**src/rtl/retire_pkg.sv**
```systemverilog
package retire_pkg;
  typedef enum logic [1:0] {
    FL_NONE = 2'd0,
    FL_EXC  = 2'd1,
    FL_IRQ  = 2'd2
  } flush_e;
endpackage

```
**src/rtl/retire_select.sv**
```systemverilog
module retire_select #(
  parameter int SLOTS = 4,
  localparam int CW = $clog2(SLOTS + 1),
  localparam int SW = (SLOTS > 1) ? $clog2(SLOTS) : 1
) (
  input  logic          en_i,
  input  logic [SLOTS-1:0] valid_i,
  input  logic [SLOTS-1:0] done_i,
  input  logic [SLOTS-1:0] store_i,
  input  logic [SLOTS-1:0] exc_i,
  output logic [SLOTS-1:0] mask_o,
  output logic [CW-1:0]    cnt_o,
  output logic             exc_hit_o,
  output logic [SW-1:0]    exc_slot_o
);
  logic go, seen_st;

  always_comb begin
    go         = en_i;
    seen_st    = 1'b0;
    mask_o     = '0;
    cnt_o      = '0;
    exc_hit_o  = 1'b0;
    exc_slot_o = '0;
    for (int i = 0; i < SLOTS; i++) begin
      if (go) begin
        if (valid_i[i] && done_i[i] && !exc_i[i] && !(store_i[i] && seen_st)) begin
          mask_o[i] = 1'b1;
          cnt_o     = cnt_o + CW'(1);
          seen_st   = seen_st | store_i[i];
        end else begin
          go = 1'b0;
          // faulting entry is now the oldest unretired one
          if (valid_i[i] && done_i[i] && exc_i[i]) begin
            exc_hit_o  = 1'b1;
            exc_slot_o = SW'(i);
          end
        end
      end
    end
  end
endmodule

```
**src/rtl/retire_wmask.sv**
```systemverilog
module retire_wmask #(
  parameter int SLOTS = 4,
  parameter int RW = 5
) (
  input  logic [SLOTS-1:0]         mask_i,
  input  logic [SLOTS-1:0]         wen_i,
  input  logic [SLOTS-1:0][RW-1:0] rd_i,
  output logic [SLOTS-1:0]         we_o
);
  always_comb begin
    for (int i = 0; i < SLOTS; i++) begin
      we_o[i] = mask_i[i] & wen_i[i];
      for (int j = i + 1; j < SLOTS; j++) begin
        if (mask_i[j] && wen_i[j] && (rd_i[j] == rd_i[i])) we_o[i] = 1'b0;
      end
    end
  end
endmodule

```
**src/rtl/retire_ctrl.sv**
```systemverilog
module retire_ctrl #(
  parameter int          SLOTS    = 4,
  parameter int          DEPTH    = 16,
  parameter int          RW       = 5,
  parameter int          DW       = 32,
  parameter int          IPW      = 32,
  parameter logic [31:0] RESET_IP = 32'h0000_1000,
  localparam int HW = $clog2(DEPTH),
  localparam int CW = $clog2(SLOTS + 1),
  localparam int SW = (SLOTS > 1) ? $clog2(SLOTS) : 1
) (
  input  logic                      clk_i,
  input  logic                      rst_ni,
  input  logic [SLOTS-1:0]          ent_valid_i,
  input  logic [SLOTS-1:0]          ent_done_i,
  input  logic [SLOTS-1:0]          ent_store_i,
  input  logic [SLOTS-1:0]          ent_exc_i,
  input  logic [SLOTS-1:0]          ent_wen_i,
  input  logic [SLOTS-1:0][RW-1:0]  ent_rd_i,
  input  logic [SLOTS-1:0][DW-1:0]  ent_data_i,
  input  logic [SLOTS-1:0][IPW-1:0] ent_ip_i,
  input  logic [SLOTS-1:0][IPW-1:0] ent_nip_i,
  input  logic                      irq_i,
  output logic [CW-1:0]             retire_cnt_o,
  output logic [SLOTS-1:0]          rf_we_o,
  output logic [SLOTS-1:0][RW-1:0]  rf_addr_o,
  output logic [SLOTS-1:0][DW-1:0]  rf_data_o,
  output logic                      st_commit_o,
  output logic [HW-1:0]             head_o,
  output logic [IPW-1:0]            arch_ip_o,
  output logic                      flush_o,
  output logic [IPW-1:0]            flush_ip_o,
  output logic                      exc_o,
  output logic                      irq_taken_o
);
  import retire_pkg::*;

  flush_e          cause_q;
  logic [HW-1:0]   head_q;
  logic [IPW-1:0]  arch_ip_q, flush_ip_q, last_nip;
  logic            irq_lat_q;
  logic [SLOTS-1:0] ret_mask;
  logic [CW-1:0]   cnt;
  logic            exc_hit;
  logic [SW-1:0]   exc_slot;
  logic            irq_pend, take_irq, take_exc;
  logic [HW:0]     head_sum;
  logic [HW-1:0]   head_nxt;

  assign flush_o = (cause_q != FL_NONE);

  retire_select #(.SLOTS(SLOTS)) u_sel (
    .en_i      (!flush_o),
    .valid_i   (ent_valid_i),
    .done_i    (ent_done_i),
    .store_i   (ent_store_i),
    .exc_i     (ent_exc_i),
    .mask_o    (ret_mask),
    .cnt_o     (cnt),
    .exc_hit_o (exc_hit),
    .exc_slot_o(exc_slot)
  );

  retire_wmask #(.SLOTS(SLOTS), .RW(RW)) u_wm (
    .mask_i(ret_mask),
    .wen_i (ent_wen_i),
    .rd_i  (ent_rd_i),
    .we_o  (rf_we_o)
  );

  assign rf_addr_o    = ent_rd_i;
  assign rf_data_o    = ent_data_i;
  assign retire_cnt_o = cnt;
  assign st_commit_o  = |(ret_mask & ent_store_i);

  always_comb begin
    last_nip = arch_ip_q;
    for (int i = 0; i < SLOTS; i++) begin
      if (ret_mask[i]) last_nip = ent_nip_i[i];
    end
  end

  assign irq_pend = irq_i | irq_lat_q;
  assign take_exc = exc_hit;  // exc_hit already gated by flush
  assign take_irq = irq_pend & !flush_o & !exc_hit;

  assign head_sum = {1'b0, head_q} + (HW+1)'(cnt);
  assign head_nxt = (head_sum >= (HW+1)'(DEPTH)) ? HW'(head_sum - (HW+1)'(DEPTH))
                                                 : HW'(head_sum);

  always_ff @(posedge clk_i or negedge rst_ni) begin
    if (!rst_ni) begin
      cause_q    <= FL_NONE;
      head_q     <= '0;
      arch_ip_q  <= IPW'(RESET_IP);
      flush_ip_q <= '0;
      irq_lat_q  <= 1'b0;
    end else begin
      head_q    <= head_nxt;
      arch_ip_q <= last_nip;
      irq_lat_q <= irq_pend & !take_irq;
      if (take_exc) begin
        cause_q    <= FL_EXC;
        flush_ip_q <= ent_ip_i[exc_slot];
      end else if (take_irq) begin
        cause_q    <= FL_IRQ;
        flush_ip_q <= last_nip;
      end else begin
        cause_q <= FL_NONE;
      end
    end
  end

  assign head_o      = head_q;
  assign arch_ip_o   = arch_ip_q;
  assign flush_ip_o  = flush_ip_q;
  assign exc_o       = (cause_q == FL_EXC);
  assign irq_taken_o = (cause_q == FL_IRQ);
endmodule

```
**config.mk**
```make
export PLATFORM = sky130hd
export DESIGN_NAME = retire_ctrl
export DESIGN_NICKNAME = d
export VERILOG_FILES = /design/src/rtl/retire_pkg.sv /design/src/rtl/retire_select.sv /design/src/rtl/retire_wmask.sv /design/src/rtl/retire_ctrl.sv
export SDC_FILE = /design/constraint.sdc
export NUM_CORES = 1
export LEC_CHECK = 0
export CORE_AREA = 2 2 255 257
export CTS_CLUSTER_DIAMETER = 50
export DETAILED_ROUTE_END_ITERATION = 8
export DIE_AREA = 0 0 257 259
export REMOVE_ABC_BUFFERS = 1
export SLEW_MARGIN = 20
export SYNTH_ARGS = -nofsm -noshare
export SYNTH_HDL_FRONTEND = slang
export SYNTH_SLANG_ARGS = --single-unit
```
**constraint.sdc**
```tcl
create_clock -name clk_i -period 7.3 [get_ports clk_i]
set_input_delay 1.46 -clock clk_i [delete_from_list [all_inputs] [get_ports clk_i]]
set_output_delay 1.46 -clock clk_i [all_outputs]
set_load 0.1 [all_outputs]
```
Yosys cells after proc, flatten, opt, wreduce, memory -nomap -nowiden
Index checks and enable logic that the tools add are counted.
{"block": "word_totals", "register_bits": 71}
{"block": "op_classes", "addsub": 5, "magnitude_cmp": 2, "eq_ne": 8, "n_mux": 62, "bitwise_logic": 11, "n_reduce_logical": 40}
{"op": "2-to-1 mux 32 bit", "n": 7}
{"op": "binary-select mux 32 bit (select 2 bit)", "n": 1}
{"op": "2-to-1 mux 1 bit", "n": 37}
{"op": "== test 5 bit", "n": 6}
{"op": "logical AND 1 bit", "n": 27}
{"op": "2-to-1 mux 2 bit", "n": 10}
{"op": "2-to-1 mux 3 bit", "n": 6}
{"op": "zero test 1 bit", "n": 10}
{"op": "adder 3 x 1 -> 3 bit (second input constant)", "n": 3}
{"op": "bitwise AND 1 bit", "n": 7}
{"op": "adder 4 x 3 -> 5 bit", "n": 1}
{"op": ">= comparator 5 bit (second input constant)", "n": 1}
{"op": "bitwise AND 4 bit", "n": 1}
{"op": "2-to-1 mux 4 bit", "n": 1}
{"op": "nonzero test 2 bit", "n": 2}
{"op": "OR reduction 4 bit", "n": 1}
{"op": "subtractor 4 x 1 -> 4 bit (second input constant)", "n": 1}
{"op": "less-than comparator 2 x 3 -> 1 bit (second input constant)", "n": 1}
{"op": "OR 1 bit", "n": 3}
{"op": "== test 2 x 1 -> 1 bit (second input constant)", "n": 1}
{"op": "== test 2 bit (second input constant)", "n": 1}

Logic depth before layout (Yosys ltp)
{"block": "logic_depth", "word_depth": 23, "mapped_depth": 18, "ltp_nobuf": 16}

Modules after synthesis
Synthesis repeated with hierarchy kept, for this count alone.
{"block": "unflattened", "cells_unflattened": 759, "area_unflattened_um2": 6896.6}
{"module": "retire_ctrl", "n_inst": 1, "cells_per_inst": 669, "area_per_inst_um2": 6241.0, "seq_area_each_um2": 1778.0}
{"module": "retire_wmask", "n_inst": 1, "cells_per_inst": 48, "area_per_inst_um2": 376.6, "seq_area_each_um2": 0.0}
{"module": "retire_select", "n_inst": 1, "cells_per_inst": 42, "area_per_inst_um2": 279.0, "seq_area_each_um2": 0.0}

Worst setup path after synthesis
OpenSTA, ideal clock, no wires.
{"block": "synth_path", "path_kind": "input to output", "from": "input ent_valid_i[0]", "to": "output retire_cnt_o[1]", "arrival_ns": 6.116, "required_time_ns": 5.840, "slack_ns": -0.276, "cell_stages": 14, "n_path_buf": 2, "path_cell_list": "and4bb_2 -> nand2_1 -> inv_2 -> buf_2 -> a311o_1 -> inv_1 -> ha_1 -> nand4b_1 -> nand2b_1 -> buf_4 -> xnor2_1 -> ha_1 -> o21ai_0 -> a21boi_0"}
{"block": "synth_via", "elab_chain_len": 19}
{"element": "start, declared", "line": "retire_ctrl.sv:14", "rtl": "input logic [SLOTS-1:0] ent_valid_i,"}
{"element": "logical AND 1 bit (*) (2 in series)", "line": "retire_select.sv:27", "rtl": "if (valid_i[i] && done_i[i] && !exc_i[i] && !(store_i[i] && seen_st)) begin"}
{"element": "parallel branches: the longest is 16 deep, another holds adder 3 x 1 -> 3 bit"}
{"element": "2-to-1 mux 3 bit (*)", "line": "retire_select.sv:26", "rtl": "if (go) begin"}
{"element": "end, declared", "line": "retire_ctrl.sv:24", "rtl": "output logic [CW-1:0] retire_cnt_o,"}
Mark *: on every way between the ends.

Worst setup path after layout
{"block": "layout_path", "from": "input ent_done_i[0]", "to": "output retire_cnt_o[1]"}
{"block": "layout_via", "elab_chain_len": 19}
{"element": "start, declared", "line": "retire_ctrl.sv:15", "rtl": "input logic [SLOTS-1:0] ent_done_i,"}
{"element": "logical AND 1 bit (*) (2 in series)", "line": "retire_select.sv:27"}
{"element": "parallel branches: the longest is 16 deep, another holds adder 3 x 1 -> 3 bit"}
{"element": "2-to-1 mux 3 bit (*)", "line": "retire_select.sv:26"}
Marked as above.

==> impl_metrics.tcl <==
set metrics [dict create \
    status "completed" \
    cts_tree "yes" \
    final_cell_count_no_fill 1866 \
    synth_cells 786 \
    synth_ff_type "dfrtp_1" \
    cp-end-kind "primary output" \
    post-place-cells 1850 \
    worstSetupPathType "input pin to primary output" \
    synth.area.top_cells "dfrtp_1 (26%), buf_4 (16%), nor3b_1 (7.1%)" \
    core_um2 63880 \
    regArea_um2 1778 \
    grt_pass1_vias 7643 \
    clock_skew_ps 11.18 \
    gp_congestion 0.8943 \
    synth-seq-area-share_pct 26.13 \
    num_rows 93 \
    met2_length_um 23730 \
    cts_root_buffer "clkbuf_16" \
    met3_length_um 14770 \
    syn_to_final_growth_pct 62.09 \
    cts.sinks 71 \
    portBuffers 397 \
    async_flop_share_pct 100.0 \
    fillCellCount 7088 \
    critPathRequiredTime_ps 5840 \
    netlist_area_um2 6805 \
    wl_per_cell_um 32.74 \
    ys_types 55 \
    n_antenna_cell 0 \
    io_pins 654 \
    viasPerCell 4.116 \
    clk_path_buf_depth 2 \
    ys.warnings.count 0 \
    crit_path_start "ent_done_i[0]" \
    fp.dieW_um 257 \
    hold_path_class "flip-flop to flip-flop" \
    cts_setup_buffers 0 \
    drtAntennaViolNets 0 \
    tightestPinTransition_ps 1054 \
    reg2reg_to "flush_ip_o[13]" \
    grt_remaining_overflow 0 \
    fin_crit_ps 6474 \
    crit_end "retire_cnt_o[1]" \
    highest_layer "met5" \
    synth_edf_count 0 \
    htreeDepth 3 \
    synth_top_area_share_pct 25.74 \
    cts_resized 0 \
    rsz0062_at_grt "false" \
    max_freq_mhz 154.5 \
    dr.pass1.iters 4 \
    avgSynthCellArea_um2 8.658 \
    clkTransAtPathRegs_ps 70 \
    start_util_pct 10.65 \
    yosysTopAreaCell "dfrtp_1" \
    vias 7680 \
    critical_path.max_fanout 4 \
    final_nets 1440 \
    drive_above_1_share_pct 8.408 \
    ff2ff_path_depth 15 \
    arrival_ps 5010 \
    crit_slowest_cell "a21boi_0" \
    setup_viol 0 \
    clkLatencyLatePin_ps 380 \
    power_w 0.003780 \
    hold_violations 0 \
    slowest_delay_ps 730 \
    antenna_found_initial 0 \
    peakVddDrop_uv 226.4 \
    drt_iter0_drc 498 \
    cap_viol_max_count 0 \
    grt_max_degree 63 \
    most-common-layout-cells "clkdlybuf4s50_1 (388), a21oi_1 (87), dfrtp_1 (70)" \
    slew_headroom_pct 29.76 \
    start_kind "input pin" \
    worstPathCellList "clkdlybuf4s50_1, and4bb_2, nand2_2, inv_2, a311o_1, inv_1, ha_4, nand4b_1, nand2b_1, xnor2_1, ha_1, o21ai_0, a21boi_0, buf_12" \
    power.density_nw_per_um2 342.7 \
    drc 0 \
    die_h_um 259 \
    fin_crit_sh_pct 88.68 \
    dpl.hpwl_um 49910 \
    holdWs_ps 493.2 \
    grt.total_usage_pct 17.73 \
    multi_input_area_um2 3674 \
    design_area_um2 11030 \
    rrSetupSlack_ps 2700 \
    dpl-instance-area_um2 10730 \
    die_area_um2 66560 \
    final-max-slew-violation-count 0 \
    p_leak_nw 3.851 \
    cts_buffers 9 \
    regToRegStartpoint "cause_q[1]" \
    wirelength_um 61090 \
    mostFrequentLayoutCell "clkdlybuf4s50_1" \
    grt_first_pass_wirelength_um 76960 \
    postCtsHoldBufs 0 \
    synth_seq_cells 71 \
    drt-met1-wl_um 20370 \
]
-- synth_stat cells (12+ instances only) --
| master | count |
|---|---|
| o21ai_0 | 15 |
| xnor2_1 | 17 |
| a2111oi_0 | 32 |
| xor2_1 | 18 |
| nor3b_1 | 64 |
| buf_4 | 149 |
| a211o_1 | 21 |
| dfrtp_1 | 70 |
| o22ai_1 | 21 |
| mux2i_1 | 42 |
| nor2_1 | 39 |
| a31oi_1 | 22 |
| a21oi_2 | 12 |
| nand2_1 | 23 |
| clkbuf_1 | 43 |
| a21oi_1 | 87 |
-- per-layer routing --
metal	vias to the layer above	track usage (%)
met2	770	23.79
met4	16	3.585
met3	47	21.18
met1	3670	16.35
met5	-	13.68
li1	3177	-
-- worst min-delay path by stage --
stage	slack [ps]	from	cells past startpoint	to
global route	490	head_o[3]	1	head_o[3]
finish	490	head_o[3]	1	head_o[3]
floorplan	490	irq_lat_q	2	irq_lat_q
CTS	480	head_o[3]	1	head_o[3]
global placement	470	head_o[3]	1	head_o[3]
detailed placement	470	head_o[3]	1	head_o[3]
-- report_power, final --
group / switching [W] / leakage (nW) / internal [W]
Combinational: 0.00190 / 2.83 / 0.000703
Sequential: 0.000117 / 0.885 / 0.000579
Clock: 0.000219 / 0.138 / 0.000265
-- kinds of logic after synthesis --
group / count (synthesis) / share of synthesized area, %
compound gates: 246 / 25.30
xor+xnor: 35 / 4.504
fa+ha+maj: 7 / 1.397
buf+inv: 213 / 20.48
flops: 71 / 26.13
mux: 53 / 7.998
simple gates: 161 / 14.19
-- through the flow --
stage / setup slack (ps) / utilization [%] / setup TNS (ps)
2_1_floorplan: -3303 / - / -47810
3_3_place_gp: 844.1 / 16.80 / 0
3_5_place_dp: 839.2 / 16.80 / 0
4_1_cts: 824.2 / 17.27 / 0
5_1_grt: 697.8 / 17.27 / 0
6_report: 826.1 / 17.27 / 0
-- critical path, delay by kind of cell --
kind                       cells  cell delay, ps
buffers and inverters          4             930
AOI/OAI and AO/OA              3            1180
xor gates and xnor gates       1             140
and+or+nand+nor                4             880
adders and majority gates      2             420
-- area by class of cell --
| cell class | instances | share of cell area (%) |
|---|---|---|
| timing repair buffer | 415 | 37.95 |
| multi-input combinational | 502 | 33.30 |
| sequential | 71 | 16.12 |
| tap | 855 | 9.698 |
| clock buffer | 9 | 2.042 |
| clock inverter | 7 | 0.6466 |
| inverter | 7 | 0.2382 |
-- sequential cells by signal (all words and copies together), names as in the netlist --
| name | count |
|---|---|
| arch_ip_o | 32 |
| flush_ip_o | 32 |
| head_o | 4 |
| cause_q | 2 |
| irq_lat_q | 1 |
Power figures use the tool's default switching activity.
